$ cat src/rtl/alu_flag_pkg.sv
package alu_flag_pkg;
  localparam int OP_W   = 4;
  localparam int SEL_W  = 2;

  localparam logic [OP_W-1:0] OP_ADD = 4'd0;
  localparam logic [OP_W-1:0] OP_ADC = 4'd1;
  localparam logic [OP_W-1:0] OP_SUB = 4'd2;
  localparam logic [OP_W-1:0] OP_SBB = 4'd3;
  localparam logic [OP_W-1:0] OP_NEG = 4'd4;
  localparam logic [OP_W-1:0] OP_AND = 4'd5;
  localparam logic [OP_W-1:0] OP_OR  = 4'd6;
  localparam logic [OP_W-1:0] OP_XOR = 4'd7;
  localparam logic [OP_W-1:0] OP_NOT = 4'd8;

  // bit 0 is carry, bit 3 is overflow
  typedef struct packed {
    logic v;
    logic z;
    logic s;
    logic c;
  } cond_flags_t;

  localparam int FLAG_W = $bits(cond_flags_t);

  function automatic logic op_is_arith(input logic [OP_W-1:0] op);
    return op <= OP_NEG;
  endfunction

  function automatic logic op_is_logic(input logic [OP_W-1:0] op);
    return (op >= OP_AND) && (op <= OP_NOT);
  endfunction
endpackage

$ cat src/rtl/alu_datapath.sv
module alu_datapath
  import alu_flag_pkg::*;
#(
  parameter int WIDTH = 8
) (
  input  logic [OP_W-1:0]  op,
  input  logic [WIDTH-1:0] opa,
  input  logic [WIDTH-1:0] opb,
  input  logic             carry_stored,
  output logic [WIDTH-1:0] res,
  output logic             carry_out,
  output logic             ovf_out,
  output logic             upd_arith,
  output logic             upd_logic
);
  localparam int LOW_W = WIDTH - 1;

  logic [WIDTH-1:0] add_x, add_y;
  logic             add_cin;
  logic [WIDTH-1:0] low_sum;
  logic             carry_msb;
  logic [1:0]       msb_sum;
  logic [WIDTH-1:0] sum_word;
  logic [WIDTH-1:0] logic_word;

  // adder input steering
  always_comb begin
    add_x   = opa;
    add_y   = opb;
    add_cin = 1'b0;
    unique case (op)
      OP_ADC: add_cin = carry_stored;
      OP_SUB: begin add_y = ~opb; add_cin = 1'b1; end
      OP_SBB: begin add_y = ~opb; add_cin = carry_stored; end
      OP_NEG: begin add_x = '0; add_y = ~opa; add_cin = 1'b1; end
      default: ;
    endcase
  end

  // split adder exposes carry into the top bit
  always_comb begin
    low_sum   = {1'b0, add_x[LOW_W-1:0]} + {1'b0, add_y[LOW_W-1:0]}
              + {{LOW_W{1'b0}}, add_cin};
    carry_msb = low_sum[LOW_W];
    msb_sum   = {1'b0, add_x[WIDTH-1]} + {1'b0, add_y[WIDTH-1]} + {1'b0, carry_msb};
    sum_word  = {msb_sum[0], low_sum[LOW_W-1:0]};
    carry_out = msb_sum[1];
    ovf_out   = msb_sum[1] ^ carry_msb;
  end

  always_comb begin
    logic_word = '0;
    unique case (op)
      OP_AND:  logic_word = opa & opb;
      OP_OR:   logic_word = opa | opb;
      OP_XOR:  logic_word = opa ^ opb;
      OP_NOT:  logic_word = ~opa;
      default: logic_word = '0;
    endcase
  end

  always_comb begin
    upd_arith = op_is_arith(op);
    upd_logic = op_is_logic(op);
    if (upd_arith)      res = sum_word;
    else if (upd_logic) res = logic_word;
    else                res = '0;
  end
endmodule

$ cat src/rtl/alu_flag_reg.sv
module alu_flag_reg
  import alu_flag_pkg::*;
#(
  parameter int WIDTH = 8
) (
  input  logic             clk,
  input  logic             rst_n,
  input  logic             en,
  input  logic             upd_arith,
  input  logic             upd_logic,
  input  logic [WIDTH-1:0] res,
  input  logic             carry_in,
  input  logic             ovf_in,
  output cond_flags_t      q
);
  cond_flags_t d;
  logic        load;

  always_comb begin
    d    = q;
    load = en && (upd_arith || upd_logic);
    if (load) begin
      d.s = res[WIDTH-1];
      d.z = (res == '0);
      if (upd_arith) begin
        d.c = carry_in;
        d.v = ovf_in;
      end else begin
        d.v = 1'b0;
      end
    end
  end

  always_ff @(posedge clk or negedge rst_n) begin
    if (!rst_n)    q <= '0;
    else if (load) q <= d;
  end


  carry_keep_chk: assert property (@(posedge clk) disable iff (!rst_n)
    (en && upd_logic) |=> (q.c == $past(q.c)));


  ovf_clear_chk: assert property (@(posedge clk) disable iff (!rst_n)
    (en && upd_logic) |=> !q.v);
endmodule

$ cat src/rtl/alu_branch_eval.sv
module alu_branch_eval
  import alu_flag_pkg::*;
(
  input  cond_flags_t      fl,
  input  logic [SEL_W-1:0] sel,
  input  logic             neg,
  output logic             take
);
  logic picked;

  always_comb begin
    unique case (sel)
      2'd0: picked = fl.c;
      2'd1: picked = fl.s;
      2'd2: picked = fl.z;
      default: picked = fl.v;
    endcase
    take = picked ^ neg;
  end
endmodule

$ cat src/rtl/alu_flag_unit.sv
module alu_flag_unit
  import alu_flag_pkg::*;
#(
  parameter int WIDTH = 8
) (
  input  logic             clk,
  input  logic             rst_n,
  input  logic             op_en,
  input  logic [OP_W-1:0]  op_sel,
  input  logic [WIDTH-1:0] a,
  input  logic [WIDTH-1:0] b,
  output logic [WIDTH-1:0] result,
  output logic [FLAG_W-1:0] flags,
  input  logic [SEL_W-1:0] cond_sel,
  input  logic             cond_neg,
  output logic             branch_take
);
  localparam int SYNC_STAGES = 2;

  logic [SYNC_STAGES-1:0] rst_pipe;
  logic                   rst_s_n;
  cond_flags_t            fl_q;
  logic                   dp_carry, dp_ovf, dp_arith, dp_logic;

  always_ff @(posedge clk or negedge rst_n) begin
    if (!rst_n) rst_pipe <= '0;
    else        rst_pipe <= {rst_pipe[SYNC_STAGES-2:0], 1'b1};
  end
  assign rst_s_n = rst_pipe[SYNC_STAGES-1];

  alu_datapath #(.WIDTH(WIDTH)) u_dp (
    .op(op_sel), .opa(a), .opb(b), .carry_stored(fl_q.c),
    .res(result), .carry_out(dp_carry), .ovf_out(dp_ovf),
    .upd_arith(dp_arith), .upd_logic(dp_logic)
  );

  alu_flag_reg #(.WIDTH(WIDTH)) u_flags (
    .clk(clk), .rst_n(rst_s_n), .en(op_en),
    .upd_arith(dp_arith), .upd_logic(dp_logic), .res(result),
    .carry_in(dp_carry), .ovf_in(dp_ovf), .q(fl_q)
  );

  alu_branch_eval u_br (
    .fl(fl_q), .sel(cond_sel), .neg(cond_neg), .take(branch_take)
  );

  assign flags = fl_q;


  flags_hold_chk: assert property (@(posedge clk) disable iff (!rst_s_n)
    (!op_en || op_sel > OP_NOT) |=> $stable(flags));


  zero_flag_chk: assert property (@(posedge clk) disable iff (!rst_s_n)
    (op_en && op_sel <= OP_NOT) |=> (flags[2] == ($past(result) == '0)));


  sign_flag_chk: assert property (@(posedge clk) disable iff (!rst_s_n)
    (op_en && op_sel <= OP_NOT) |=> (flags[1] == $past(result[WIDTH-1])));


  reserved_zero_chk: assert property (@(posedge clk) disable iff (!rst_s_n)
    (op_sel > OP_NOT) |-> (result == '0));


  reset_clear_chk: assert property (@(posedge clk)
    !rst_s_n |-> (flags == '0));
endmodule

$ cat config.mk
export PLATFORM = sky130hd
export DESIGN_NAME = alu_flag_unit
export DESIGN_NICKNAME = d
export VERILOG_FILES = /design/src/rtl/alu_flag_pkg.sv /design/src/rtl/alu_datapath.sv /design/src/rtl/alu_flag_reg.sv /design/src/rtl/alu_branch_eval.sv /design/src/rtl/alu_flag_unit.sv
export SDC_FILE = /design/constraint.sdc
export NUM_CORES = 1
export LEC_CHECK = 0
export ABC_AREA = 1
export BUFFER_PORTS_ARGS = -buffer_cell sky130_fd_sc_hd__clkbuf_2
export CAP_MARGIN = 15
export CORE_UTILIZATION = 59
export CTS_CLUSTER_DIAMETER = 150
export DETAILED_ROUTE_END_ITERATION = 10
export PLACE_DENSITY = 0.84
export SLEW_MARGIN = 10
export SYNTH_ARGS = -nofsm -noshare
export SYNTH_HDL_FRONTEND = slang
export SYNTH_HIERARCHICAL = 1
export SYNTH_SLANG_ARGS = --single-unit
$ cat constraint.sdc
create_clock -name clk -period 5.6 [get_ports clk]
set_input_delay 0.28 -clock clk [delete_from_list [all_inputs] [get_ports clk]]
set_output_delay 0.28 -clock clk [all_outputs]
set_load 0.1 [all_outputs]
==> flow_metrics.py, run 1 <==
metrics = {
    "setup_path": {
        "timing.critical_path.to_type": "output port",
        "criticalPathCategory": "in2out",
        "crit_path_start": "op_sel[3]",
        "worst_r2r_path_depth": 17,
        "r2r-start": "u_flags/q[0]",
        "r2r_end": "u_flags/q[2]",
        "wp_data_arrival_ns": 3.14,
        "kind_of_start_point_of_the_critical_path": "input pin",
        "timing.reg2reg.setup_slack_ns": 3.00,
        "path_max_fanout": 9,
        "critPathRequiredTime_ns": 5.32,
    },
    "drt": {
        "wire_per_inst_um": 11.5,
        "detail_route.first_pass.iterations": 4,
        "drt_wl_total_um": 3870,
        "drc_marker_count_from_the_first_detailed_route_iteration": 33,
        "avgViaCountPerCell": 5.12,
        "final_antenna_net_count": 0,
        "total_number_of_vias": 1719,
        "remaining_drc_errors": 0,
    },
    "power_and_ir_drop": {
        "max-vdd-ir-drop_mv": 0.313,
        "design_power_total_w": 0.000374,
        "leakage_nw": 1.11,
        "power.density_nw_per_um2": 201,
    },
    "floorplan": {
        "floorplan.core_area_um2": 2520,
        "ios": 39,
        "die_height_um": 54.3,
        "start_util_pct": 64.0,
        "die_area_um2": 2950,
        "num_rows": 18,
        "die_width_um": 54.3,
    },
    "cells_and_area": {
        "finalInstanceArea_um2": 1860,
        "layout.nets": 359,
        "fin_util_pct": 73.6,
        "n_antenna_cell": 0,
        "drive_gt1_share_pct": 22.5,
        "number_of_fill_cells": 260,
        "layout-area-overhead-vs-synth_pct": 14.9,
    },
    "placed_design": {
        "place_hpwl_um": 3200,
        "gpl.final_weighted_congestion": 0.902,
        "port_buffers": 38,
        "placedInstanceArea_um2": 1820,
    },
    "sta": {
        "maxSlewViolCount": 0,
        "fin_crit_sh_pct": 61.0,
        "hold_slack_ns": 0.0492,
        "relSlewSlack_pct": 57.1,
        "timing.final.setup_violations": 0,
        "finalClockSkew_ns": 0.00771,
        "final_period_minus_worst_setup_slack_ns": 3.42,
        "max_frequency_ghz": 0.293,
        "worst_slew_pin_slew_ns": 0.644,
        "hold_violation_count_in_the_final_report": 0,
        "rsz0062_at_grt": "false",
        "setup_tns_ns": 0,
    },
    "clock_network": {
        "clk_transition_reported_paths_ns": 0.05,
        "cts_num_sinks": 6,
        "htree_num_levels": 1,
        "cts_root_buf": "sky130_fd_sc_hd__clkbuf_4",
        "quantity_of_gates_resized_following_cts": 0,
        "cts.path.max_buffers": 2,
        "tritoncts_clock_tree": "yes",
        "cts_setup_buffers": 0,
        "numCtsBuffers": 3,
        "worstSkewPairLatency_ns": 0.24,
        "post_cts_hold_buffer_count": 1,
    },
    "global_routing": {
        "grt_start_max_net_pins": 17,
        "global_route.usage.total_pct": 30.0,
        "grt_pass1_wl_um": 6520,
        "grt_antenna_before_repair": 0,
        "globalRouteOverflowTotal": 0,
        "grt_pass1_vias": 1540,
    },
    "logic_synthesis": {
        "syn_area_um2": 1620,
        "synthCells": 265,
        "avgSynthCellArea_um2": 6.10,
        "yosys.cell_types.count": 33,
        "yosys_warnings": 6,
        "ys_ff_latch": 6,
        "seq_area_frac_synth_pct": 9.30,
        "postSynthNetCount": 316,
    },
    "status": {
        "outcome": "complete, no violations",
    },
    "min_path": {
        "min_path_type": "reg2async",
    },
    "flow_run": {
        "drv_cap": 0,
    },
}
## logic make-up after synthesis
kind of cell / count (synthesis) / share of synthesized area [%]
AO/OA/AOI/OAI: 31 / 13.1
other: 1 / 0.232
flip-flops: 6 / 9.29
buffers and inverters: 51 / 13.2
AND/OR/NAND/NOR: 151 / 43.4
adder cells (fa/ha/maj): 25 / 20.8
## where the power goes
part           leakage, nW  switching [W]  internal [W]
Sequential          0.0763     0.00000661     0.0000500
Combinational         1.02       0.000213     0.0000648
Clock               0.0138      0.0000149     0.0000242
Total                 1.11       0.000235      0.000139
## placed cells by master, fill, tap and decap left out
master and n:
sky130_fd_sc_hd__o211ai_1 1, sky130_fd_sc_hd__nand2_4 3, sky130_fd_sc_hd__clkbuf_2 38, sky130_fd_sc_hd__nand2_1 81, sky130_fd_sc_hd__nand3_1 21, sky130_fd_sc_hd__o21ai_0 14, sky130_fd_sc_hd__ha_1 22, sky130_fd_sc_hd__nand4_1 3
sky130_fd_sc_hd__dfrtp_1 6, sky130_fd_sc_hd__nor3_2 1, sky130_fd_sc_hd__nor2_2 2, sky130_fd_sc_hd__nand3b_1 1, sky130_fd_sc_hd__o21a_1 1, sky130_fd_sc_hd__o22ai_1 2, sky130_fd_sc_hd__clkbuf_4 3, sky130_fd_sc_hd__clkinv_1 1
sky130_fd_sc_hd__dlygate4sd3_1 1, sky130_fd_sc_hd__o211ai_2 6, sky130_fd_sc_hd__inv_1 42, sky130_fd_sc_hd__nor2_8 1, sky130_fd_sc_hd__a21oi_1 4, sky130_fd_sc_hd__clkinv_2 1, sky130_fd_sc_hd__nor3_1 1, sky130_fd_sc_hd__nand3_2 4
sky130_fd_sc_hd__o21ai_1 2, sky130_fd_sc_hd__conb_1 1, sky130_fd_sc_hd__or2_0 2, sky130_fd_sc_hd__nor2_1 27, sky130_fd_sc_hd__nor2_4 1, sky130_fd_sc_hd__fa_1 3, sky130_fd_sc_hd__inv_6 1, sky130_fd_sc_hd__a21oi_2 1
sky130_fd_sc_hd__nand2_2 2, sky130_fd_sc_hd__or2_1 1, sky130_fd_sc_hd__inv_2 5
## registers in the layout (all words and copies together) (netlist names)
register,count
u_flags/q,4
rst_pipe,2
## worst max-delay path by stage
stage,end,slack [ns],depth (start not counted)
2_1_floorplan,u_flags/q[2],1.82,14
3_3_place_gp,result[7],2.23,15
3_5_place_dp,result[7],2.20,15
4_1_cts,result[7],2.20,15
5_1_grt,result[7],2.01,18
6_report,result[7],2.18,14
## cell type report
class	instances	area [µm²]	area share, %
Multi-Input combinational cell	208	1250	67.4
Timing Repair Buffer	39	200	10.8
Inverter	50	194	10.5
Sequential cell	6	150	8.09
Tap cell	30	37.5	2.02
Clock buffer	3	22.5	1.21
## through the flow
step                setup slack (ns)  instances
floorplan                       1.82        265
global placement                2.23        332
detailed placement              2.20        332
CTS                             2.20        336
global route                    2.01        336
finish                          2.18        336
## synthesized netlist by cell type
cell                        n  share of area (%)
sky130_fd_sc_hd__o21ai_0   14                4.3
sky130_fd_sc_hd__clkinv_2   1               0.31
sky130_fd_sc_hd__nand3_2    4                2.5
sky130_fd_sc_hd__o22ai_1    2               0.77
sky130_fd_sc_hd__nand4_1    3                1.2
sky130_fd_sc_hd__nand3b_1   1               0.46
sky130_fd_sc_hd__dfrtp_1    6                9.3
sky130_fd_sc_hd__nand2_2    2               0.77
sky130_fd_sc_hd__buf_12     1                1.2
sky130_fd_sc_hd__nand2_4    3                2.1
sky130_fd_sc_hd__a21oi_2    1               0.54
sky130_fd_sc_hd__o211ai_1   1               0.46
sky130_fd_sc_hd__inv_1     42                9.8
sky130_fd_sc_hd__o211ai_2   6                4.6
sky130_fd_sc_hd__nand2_1   81                 19
sky130_fd_sc_hd__ha_1      22                 17
sky130_fd_sc_hd__nand3_1   21                6.5
sky130_fd_sc_hd__nor2_2     2               0.77
sky130_fd_sc_hd__nor3_2     1               0.62
sky130_fd_sc_hd__inv_2      5                1.2
sky130_fd_sc_hd__or2_1      1               0.39
sky130_fd_sc_hd__o21ai_1    2               0.62
sky130_fd_sc_hd__nor2_8     1                1.2
sky130_fd_sc_hd__nor2_4     1               0.70
sky130_fd_sc_hd__or2_0      2               0.77
sky130_fd_sc_hd__nor3_1     1               0.31
sky130_fd_sc_hd__nor2_1    27                6.3
sky130_fd_sc_hd__conb_1     1               0.23
sky130_fd_sc_hd__fa_1       3                3.7
sky130_fd_sc_hd__inv_6      1               0.54
sky130_fd_sc_hd__a21oi_1    4                1.2
sky130_fd_sc_hd__clkinv_1   1               0.23
sky130_fd_sc_hd__o21a_1     1               0.46
## layer usage
layer	track usage [%]	share of wire, %	routed length, µm
met5	0	0	0
met2	50.0	46	1770
met3	4.17	3.7	142
met1	43.3	51	1960
met4	0	0	0
## worst max-delay path, cell delays in order
cell	delay, ns
sky130_fd_sc_hd__clkbuf_2	0.13
sky130_fd_sc_hd__nor2_1	0.26
sky130_fd_sc_hd__nand2_4	0.15
sky130_fd_sc_hd__clkinv_2	0.14
sky130_fd_sc_hd__nand2_1	0.08
sky130_fd_sc_hd__o211ai_2	0.07
sky130_fd_sc_hd__ha_1	0.29
sky130_fd_sc_hd__a21oi_1	0.31
sky130_fd_sc_hd__o21a_1	0.17
sky130_fd_sc_hd__nand2_1	0.09
sky130_fd_sc_hd__fa_1	0.51
sky130_fd_sc_hd__nand2_1	0.05
sky130_fd_sc_hd__nand2_1	0.13
sky130_fd_sc_hd__clkbuf_2	0.47
(Power assumes the default switching activity.)
==> inputs of run 2 (changes only) <==
--- a/config.mk
+++ b/config.mk
@@ -8,10 +8,10 @@
 export ABC_AREA = 1
 export BUFFER_PORTS_ARGS = -buffer_cell sky130_fd_sc_hd__clkbuf_2
 export CAP_MARGIN = 15
-export CORE_UTILIZATION = 59
+export CORE_UTILIZATION = 55
 export CTS_CLUSTER_DIAMETER = 150
 export DETAILED_ROUTE_END_ITERATION = 10
-export PLACE_DENSITY = 0.84
+export PLACE_DENSITY = 0.79
 export SLEW_MARGIN = 10
 export SYNTH_ARGS = -nofsm -noshare
 export SYNTH_HDL_FRONTEND = slang
==> constraint.sdc (replaced) <==
create_clock -name clk -period 3.2 [get_ports clk]
set_input_delay 0.16 -clock clk [delete_from_list [all_inputs] [get_ports clk]]
set_output_delay 0.16 -clock clk [all_outputs]
set_load 0.1 [all_outputs]
==> run 2 against run 1 <==
Core utilization is 5.0 points lower. Clock skew is 0.0038 ns higher. Power is 80% higher. Register-to-register slack worse by 2.3 ns. Largest cell class unchanged. Highest routed layer is now met4. Worst setup slack worse by 1.9 ns. Final cell count is 0.60% higher.
==> flow_metrics.py, run 2 (synthesized netlist as in run 1, its figures left out) <==
metrics = {
    "clock_network": {
        "tritoncts_clock_tree": "yes",
        "cts_num_sinks": 6,
        "clk_transition_reported_paths_ns": 0.05,
        "worstSkewPairLatency_ns": 0.25,
        "htree_num_levels": 1,
        "cts_setup_buffers": 0,
        "cts_root_buf": "sky130_fd_sc_hd__clkbuf_4",
        "numCtsBuffers": 3,
        "cts.path.max_buffers": 2,
    },
    "setup_path": {
        "kind_of_start_point_of_the_critical_path": "input pin",
        "path_buf_inv": 4,
        "crit_family": "adder cells",
        "timing.reg2reg.setup_slack_ns": 0.68,
        "critPathRequiredTime_ns": 3.04,
        "r2r-start": "u_flags/q[0]",
        "wp_data_arrival_ns": 2.77,
        "criticalPathCategory": "in2out",
        "timing.critical_path.slowest_stage_cell": "sky130_fd_sc_hd__fa_1",
        "path_max_fanout": 16,
        "worst_path_largest_cell_delay_ns": 0.50,
        "r2r_end": "u_flags/q[2]",
        "worst_r2r_path_depth": 17,
        "timing.critical_path.to_type": "output port",
        "critical_path.most_common_cell": "sky130_fd_sc_hd__nand2_1",
        "path_cells": "clkbuf_2, inv_2, nand2_4, nor2_8, inv_6, nand3_2, o211ai_2, ha_1, a21oi_1, o21a_1, nand2_1, fa_1, nand2_1, nand2_1, buf_12",
    },
    "drt": {
        "drt_wl_total_um": 4020,
        "remaining_drc_errors": 0,
        "detail_route.first_pass.iterations": 4,
        "total_number_of_vias": 1784,
        "wire_per_inst_um": 11.9,
        "final_antenna_net_count": 0,
        "drc_marker_count_from_the_first_detailed_route_iteration": 73,
        "avgViaCountPerCell": 5.28,
    },
    "floorplan": {
        "die_width_um": 56.2,
        "start_util_pct": 58.6,
        "die_height_um": 56.2,
        "ios": 39,
        "die_area_um2": 3160,
        "num_rows": 19,
        "floorplan.core_area_um2": 2760,
    },
    "sta": {
        "max_frequency_ghz": 0.341,
        "finalClockSkew_ns": 0.0116,
        "hold_slack_ns": 0.0558,
        "timing.final.setup_violations": 0,
        "relSlewSlack_pct": 55.5,
        "rsz0062_at_grt": "false",
        "final_period_minus_worst_setup_slack_ns": 2.93,
        "maxSlewViolCount": 0,
        "hold_violation_count_in_the_final_report": 0,
        "worst_slew_pin_slew_ns": 0.668,
        "layout_setup_ws_ns": 0.266,
        "fin_crit_sh_pct": 91.7,
    },
    "global_routing": {
        "global_route.usage.total_pct": 28.0,
        "globalRouteOverflowTotal": 0,
        "grt_antenna_before_repair": 0,
        "grt_pass1_wl_um": 7040,
        "grt_pass1_vias": 1654,
        "grt_start_max_net_pins": 17,
    },
    "status": {
        "outcome": "complete, no violations",
    },
    "cells_and_area": {
        "number_of_flip_flops_under_the_largest_register_name": 4,
        "drive_gt1_share_pct": 23.5,
        "number_of_fill_cells": 276,
        "layout_top_registers": "u_flags/q: 4 flops, rst_pipe: 2 flops",
        "layout-area-overhead-vs-synth_pct": 17.0,
        "mostFrequentLayoutCell": "sky130_fd_sc_hd__nand2_1",
        "n_antenna_cell": 0,
        "layout.nets": 359,
        "regMostFlops": "u_flags/q",
        "most_frequent_cells_in_the_layout": "sky130_fd_sc_hd__nand2_1, sky130_fd_sc_hd__inv_1, sky130_fd_sc_hd__clkbuf_2",
        "fin_util_pct": 68.5,
    },
    "power_and_ir_drop": {
        "power.density_nw_per_um2": 357,
        "power.share.combinational_pct": 73.6,
        "max-vdd-ir-drop_mv": 0.457,
        "power.net_switching_w": 0.000414,
        "power.share.sequential_pct": 15.0,
        "internal_power_w": 0.000260,
        "power.clock.fraction_pct": 11.4,
        "leakage_nw": 1.12,
        "power.switching_fraction_pct": 61.4,
    },
    "placed_design": {
        "gpl.final_weighted_congestion": 0.887,
        "place_hpwl_um": 3200,
        "placement_stage_worst_setup_slack_ns": 0.285,
        "port_buffers": 38,
    },
    "min_path": {
        "min_path_type": "reg2async",
    },
    "flow_run": {
        "drv_cap": 0,
    },
}
run 2: changes by cell type in the layout (fill, tap and decap cells not counted), sizes merged:
cell,before,now
buf,0,3
clkbuf,41,39
run 2: per-layer routing:
metal  share of wire, %  vias up  wire [µm]  global-route usage (%)
li1                   -      922          -                       -
met1                 48      814       1920                    37.8
met2                 45       44       1820                    47.1
met3                5.5        4        221                    4.19
met4                1.3        0         51                    5.92
met5                  0        -          0                       0
run 2: worst max path at each step:
stage                       startpoint            to  cells after the start
after detailed placement     op_sel[1]  u_flags/q[2]                     19
after CTS                    op_sel[1]     result[7]                     15
final                        op_sel[1]     result[7]                     15
after global routing         op_sel[1]     result[6]                     17
after floorplan           u_flags/q[0]  u_flags/q[2]                     13
after global placement       op_sel[1]  u_flags/q[2]                     21
run 2: power groups by stage:
stage	combinational [W]	clock [W]	sequential [W]
5_1_grt	0.000541	0.0000882	0.000102
2_1_floorplan	0.000318	0	0.000174
3_3_place_gp	0.000489	0	0.000102
4_1_cts	0.000496	0.0000796	0.000101
6_report	0.000496	0.0000769	0.000101
3_5_place_dp	0.000493	0	0.000102
run 2: cell type report:
cell class                      count  area (µm²)  share of cell area, %
Clock buffer                        4        26.3                   1.39
Inverter                           50         194                   10.3
Multi-Input combinational cell    208        1260                   66.5
Sequential cell                     6         154                   8.15
Tap cell                           31        38.8                   2.05
Timing Repair Buffer               39         220                   11.7
run 2: stage by stage:
| stage | instances | total power [W] | TNS, ns | area, µm² |
|---|---|---|---|---|
| finish | 338 | 0.000674 | 0 | 1890 |
| global route | 338 | 0.000732 | 0 | 1890 |
| CTS | 338 | 0.000677 | 0 | 1890 |
| detailed placement | 333 | 0.000596 | 0 | 1850 |
| global placement | 333 | 0.000591 | 0 | 1850 |
| floorplan | 265 | 0.000491 | -0.0998 | 1620 |
run 2: what timing repair did:
item	CTS	global route
endpoints found under the hold margin	2	0
hold buffers	1	0
resized for setup	0	0
==> inputs of run 3 (changes only) <==
--- a/config.mk
+++ b/config.mk
@@ -8,12 +8,11 @@
 export ABC_AREA = 1
 export BUFFER_PORTS_ARGS = -buffer_cell sky130_fd_sc_hd__clkbuf_2
 export CAP_MARGIN = 15
-export CORE_UTILIZATION = 55
+export CORE_UTILIZATION = 54
 export CTS_CLUSTER_DIAMETER = 150
 export DETAILED_ROUTE_END_ITERATION = 10
-export PLACE_DENSITY = 0.79
+export PLACE_DENSITY = 0.78
 export SLEW_MARGIN = 10
 export SYNTH_ARGS = -nofsm -noshare
 export SYNTH_HDL_FRONTEND = slang
-export SYNTH_HIERARCHICAL = 1
 export SYNTH_SLANG_ARGS = --single-unit
==> run 3 against run 2 <==
Worst setup slack got worse by 0.14 ns. Critical endpoint unchanged. Area after synthesis down 8.0%. First-iteration DRC count shrank 34%. Critical path type unchanged. Sequential share of layout area down 0.25 points. Clock skew decreased by 0.0016 ns. Die area decreased by 6.1%.
==> flow_metrics.py, run 3 <==
metrics = {
    "logic_synthesis": {
        "post-synth-top-count-cell": "sky130_fd_sc_hd__nand2_1",
        "avgSynthCellArea_um2": 6.12,
        "synthCells": 243,
        "synth_top_area_share_pct": 18.5,
        "async_set_or_reset_register_ratio_after_synthesis_pct": 100,
        "seq_area_frac_synth_pct": 10.1,
        "yosys.cell_types.count": 29,
        "synthDominantAreaCellType": "sky130_fd_sc_hd__ha_1",
        "ys_ff_latch": 6,
        "synth.top_cells.by_area": "sky130_fd_sc_hd__ha_1, sky130_fd_sc_hd__nand2_1, sky130_fd_sc_hd__dfrtp_1",
        "synth_enable_flop_cells": 0,
        "syn_area_um2": 1490,
        "synth-main-ff-cell": "sky130_fd_sc_hd__dfrtp_1",
        "yosys-top-cells-count": "sky130_fd_sc_hd__nand2_1, sky130_fd_sc_hd__inv_1, sky130_fd_sc_hd__nor2_1",
        "postSynthNetCount": 294,
        "yosys_warnings": 0,
    },
    "sta": {
        "timing.final.setup_violations": 0,
        "finalClockSkew_ns": 0.00991,
        "max_frequency_ghz": 0.326,
        "relSlewSlack_pct": 64.1,
        "final_period_minus_worst_setup_slack_ns": 3.07,
        "maxSlewViolCount": 0,
        "fin_crit_sh_pct": 95.9,
        "hold_violation_count_in_the_final_report": 0,
        "layout_setup_ws_ns": 0.130,
        "worst_slew_pin_slew_ns": 0.540,
        "hold_slack_ns": 0.0485,
    },
    "power_and_ir_drop": {
        "leakage_nw": 1.10,
        "design_power_total_w": 0.000709,
        "power.density_nw_per_um2": 373,
        "max-vdd-ir-drop_mv": 0.540,
    },
    "clock_network": {
        "cts_setup_buffers": 0,
        "numCtsBuffers": 3,
        "tritoncts_clock_tree": "yes",
        "cts_num_sinks": 6,
        "worstSkewPairLatency_ns": 0.26,
        "cts_root_buf": "sky130_fd_sc_hd__clkbuf_4",
        "cts.path.max_buffers": 2,
        "clk_transition_reported_paths_ns": 0.05,
        "htree_num_levels": 1,
    },
    "global_routing": {
        "global_route.usage.total_pct": 29.9,
        "globalRouteOverflowTotal": 0,
        "grt_util_met1_pct": 38.7,
        "grt_use_met3_pct": 6.11,
        "grt_antenna_before_repair": 0,
        "grt_pass1_wl_um": 6280,
        "grt_pass1_vias": 1474,
        "grt_start_max_net_pins": 16,
        "global_route.peak_usage_layer": "met2",
        "globalRouteMet2Util_pct": 50.2,
    },
    "placed_design": {
        "placement_stage_worst_setup_slack_ns": -0.0204,
        "place_inst": 318,
        "gpl.final_weighted_congestion": 0.899,
        "port_buffers": 38,
        "place_hpwl_um": 3280,
    },
    "floorplan": {
        "die_width_um": 54.5,
        "start_util_pct": 58.4,
        "die_height_um": 54.5,
        "floorplan.core_area_um2": 2540,
        "ios": 39,
        "die_area_um2": 2970,
        "num_rows": 18,
    },
    "status": {
        "outcome": "complete, no violations",
    },
    "drt": {
        "final_antenna_net_count": 0,
        "total_number_of_vias": 1737,
        "remaining_drc_errors": 0,
        "wire_per_inst_um": 12.4,
        "drt_wl_total_um": 3980,
        "drc_marker_count_from_the_first_detailed_route_iteration": 48,
        "avgViaCountPerCell": 5.39,
        "detail_route.first_pass.iterations": 4,
    },
    "setup_path": {
        "critPathRequiredTime_ns": 3.04,
        "wp_data_arrival_ns": 2.91,
        "criticalPathCategory": "in2out",
        "worst_r2r_path_depth": 19,
        "timing.critical_path.to_type": "output port",
        "kind_of_start_point_of_the_critical_path": "input pin",
        "path_max_fanout": 6,
    },
    "cells_and_area": {
        "layout-area-overhead-vs-synth_pct": 27.9,
        "n_antenna_cell": 0,
        "most_frequent_cells_in_the_layout": "sky130_fd_sc_hd__nand2_1, sky130_fd_sc_hd__inv_1, sky130_fd_sc_hd__clkbuf_2",
        "layout_top_registers": "u_flags.q: 4 flops, rst_pipe: 2 flops",
        "drive_gt1_share_pct": 27.7,
        "regMostFlops": "u_flags.q",
        "layout.nets": 345,
        "number_of_flip_flops_under_the_largest_register_name": 4,
        "mostFrequentLayoutCell": "sky130_fd_sc_hd__nand2_1",
        "final-instance-count-excl-fill": 322,
    },
    "flow_run": {
        "drv_cap": 0,
    },
    "min_path": {
        "min_path_type": "reg2async",
    },
}
==> run 3: cell types whose count changed after synthesis, sizes merged, moves of 2 or more <==
cell    delta
nand2     -21
o211ai     -6
o221ai     +6
o21ai      -5
inv        -4
nor2       +4
a21oi      +3
nand3b     +3
nand4      -3
buf        +2
clkinv     -2
==> run 3: power by group <==
group	leakage (nW)	total [W]	internal (W)	switching, W
Combinational	1.01	0.000535	0.000149	0.000385
Sequential	0.0742	0.0000981	0.0000877	0.0000104
Clock	0.0138	0.0000760	0.0000428	0.0000332
==> run 3: logic make-up after synthesis <==
| group | Yosys count | synth area share (%) |
|---|---|---|
| compound gates | 29 | 12.3 |
| xor+xnor | 1 | 0.589 |
| fa+ha+maj | 25 | 22.6 |
| buf+inv | 47 | 12.9 |
| flops | 6 | 10.1 |
| mux | 1 | 0.758 |
| other cells | 1 | 0.252 |
| simple gates | 133 | 40.6 |
==> run 3: layout make-up <==
cell class | instances | area [µm²]
Multi-Input combinational cell | 190 | 1170
Clock buffer | 3 | 22.5
Tap cell | 30 | 37.5
Timing Repair Buffer | 49 | 357
Fill cell | 225 | 643
Sequential cell | 6 | 150
Inverter | 44 | 168
==> run 3: layer usage <==
layer	vias to the layer above	part of all wire, %	wire [µm]
met4	0	1.1	43
met2	57	47	1860
li1	879	-	-
met5	-	0	0
met1	795	46	1830
met3	6	6.1	244
==> run 3: stage by stage <==
| stage | utilization [%] | TNS [ns] | area (µm²) |
|---|---|---|---|
| floorplan | - | 0 | 1490 |
| global placement | 72.5 | 0 | 1840 |
| detailed placement | 72.5 | -0.0228 | 1840 |
| CTS | 73.9 | 0 | 1880 |
| global route | 74.7 | -0.0437 | 1900 |
| finish | 74.7 | 0 | 1900 |
==> run 3: worst paths after layout <==
check	slack, ns	startpoint	to
max reg2reg	0.53	u_flags.q[0]	u_flags.q[2]
max in group asynchronous	2.85	rst_n	rst_pipe[0]
min	0.05	rst_pipe[1]	u_flags.q[0]
max	0.13	op_sel[0]	result[7]
min reg2reg	0.05	rst_pipe[1]	u_flags.q[0]
min in group clk	0.24	op_en	u_flags.q[2]
==> run 3: critical path, cell delays in order <==
cell and delay [ns]:
sky130_fd_sc_hd__clkbuf_2 0.12, sky130_fd_sc_hd__inv_2 0.08, sky130_fd_sc_hd__nand2_1 0.11, sky130_fd_sc_hd__nor2_4 0.17
sky130_fd_sc_hd__buf_6 0.12, sky130_fd_sc_hd__buf_4 0.15, sky130_fd_sc_hd__nor2_1 0.06, sky130_fd_sc_hd__ha_1 0.33
sky130_fd_sc_hd__or2_1 0.25, sky130_fd_sc_hd__nand3_1 0.09, sky130_fd_sc_hd__nand2_1 0.07, sky130_fd_sc_hd__nand2_2 0.08
sky130_fd_sc_hd__nand2_1 0.07, sky130_fd_sc_hd__a21oi_2 0.18, sky130_fd_sc_hd__fa_1 0.43, sky130_fd_sc_hd__inv_1 0.06
sky130_fd_sc_hd__nand2_1 0.06, sky130_fd_sc_hd__nand2_2 0.13, sky130_fd_sc_hd__buf_12 0.18
==> run 3: what timing repair did <==
action | in CTS | in global routing
hold buffers | 1 | 0
hold endpoints to repair | 2 | 0
endpoints found under the setup margin | 1 | 2
pin swaps | 0 | 6
gates resized for setup | 1 | 10
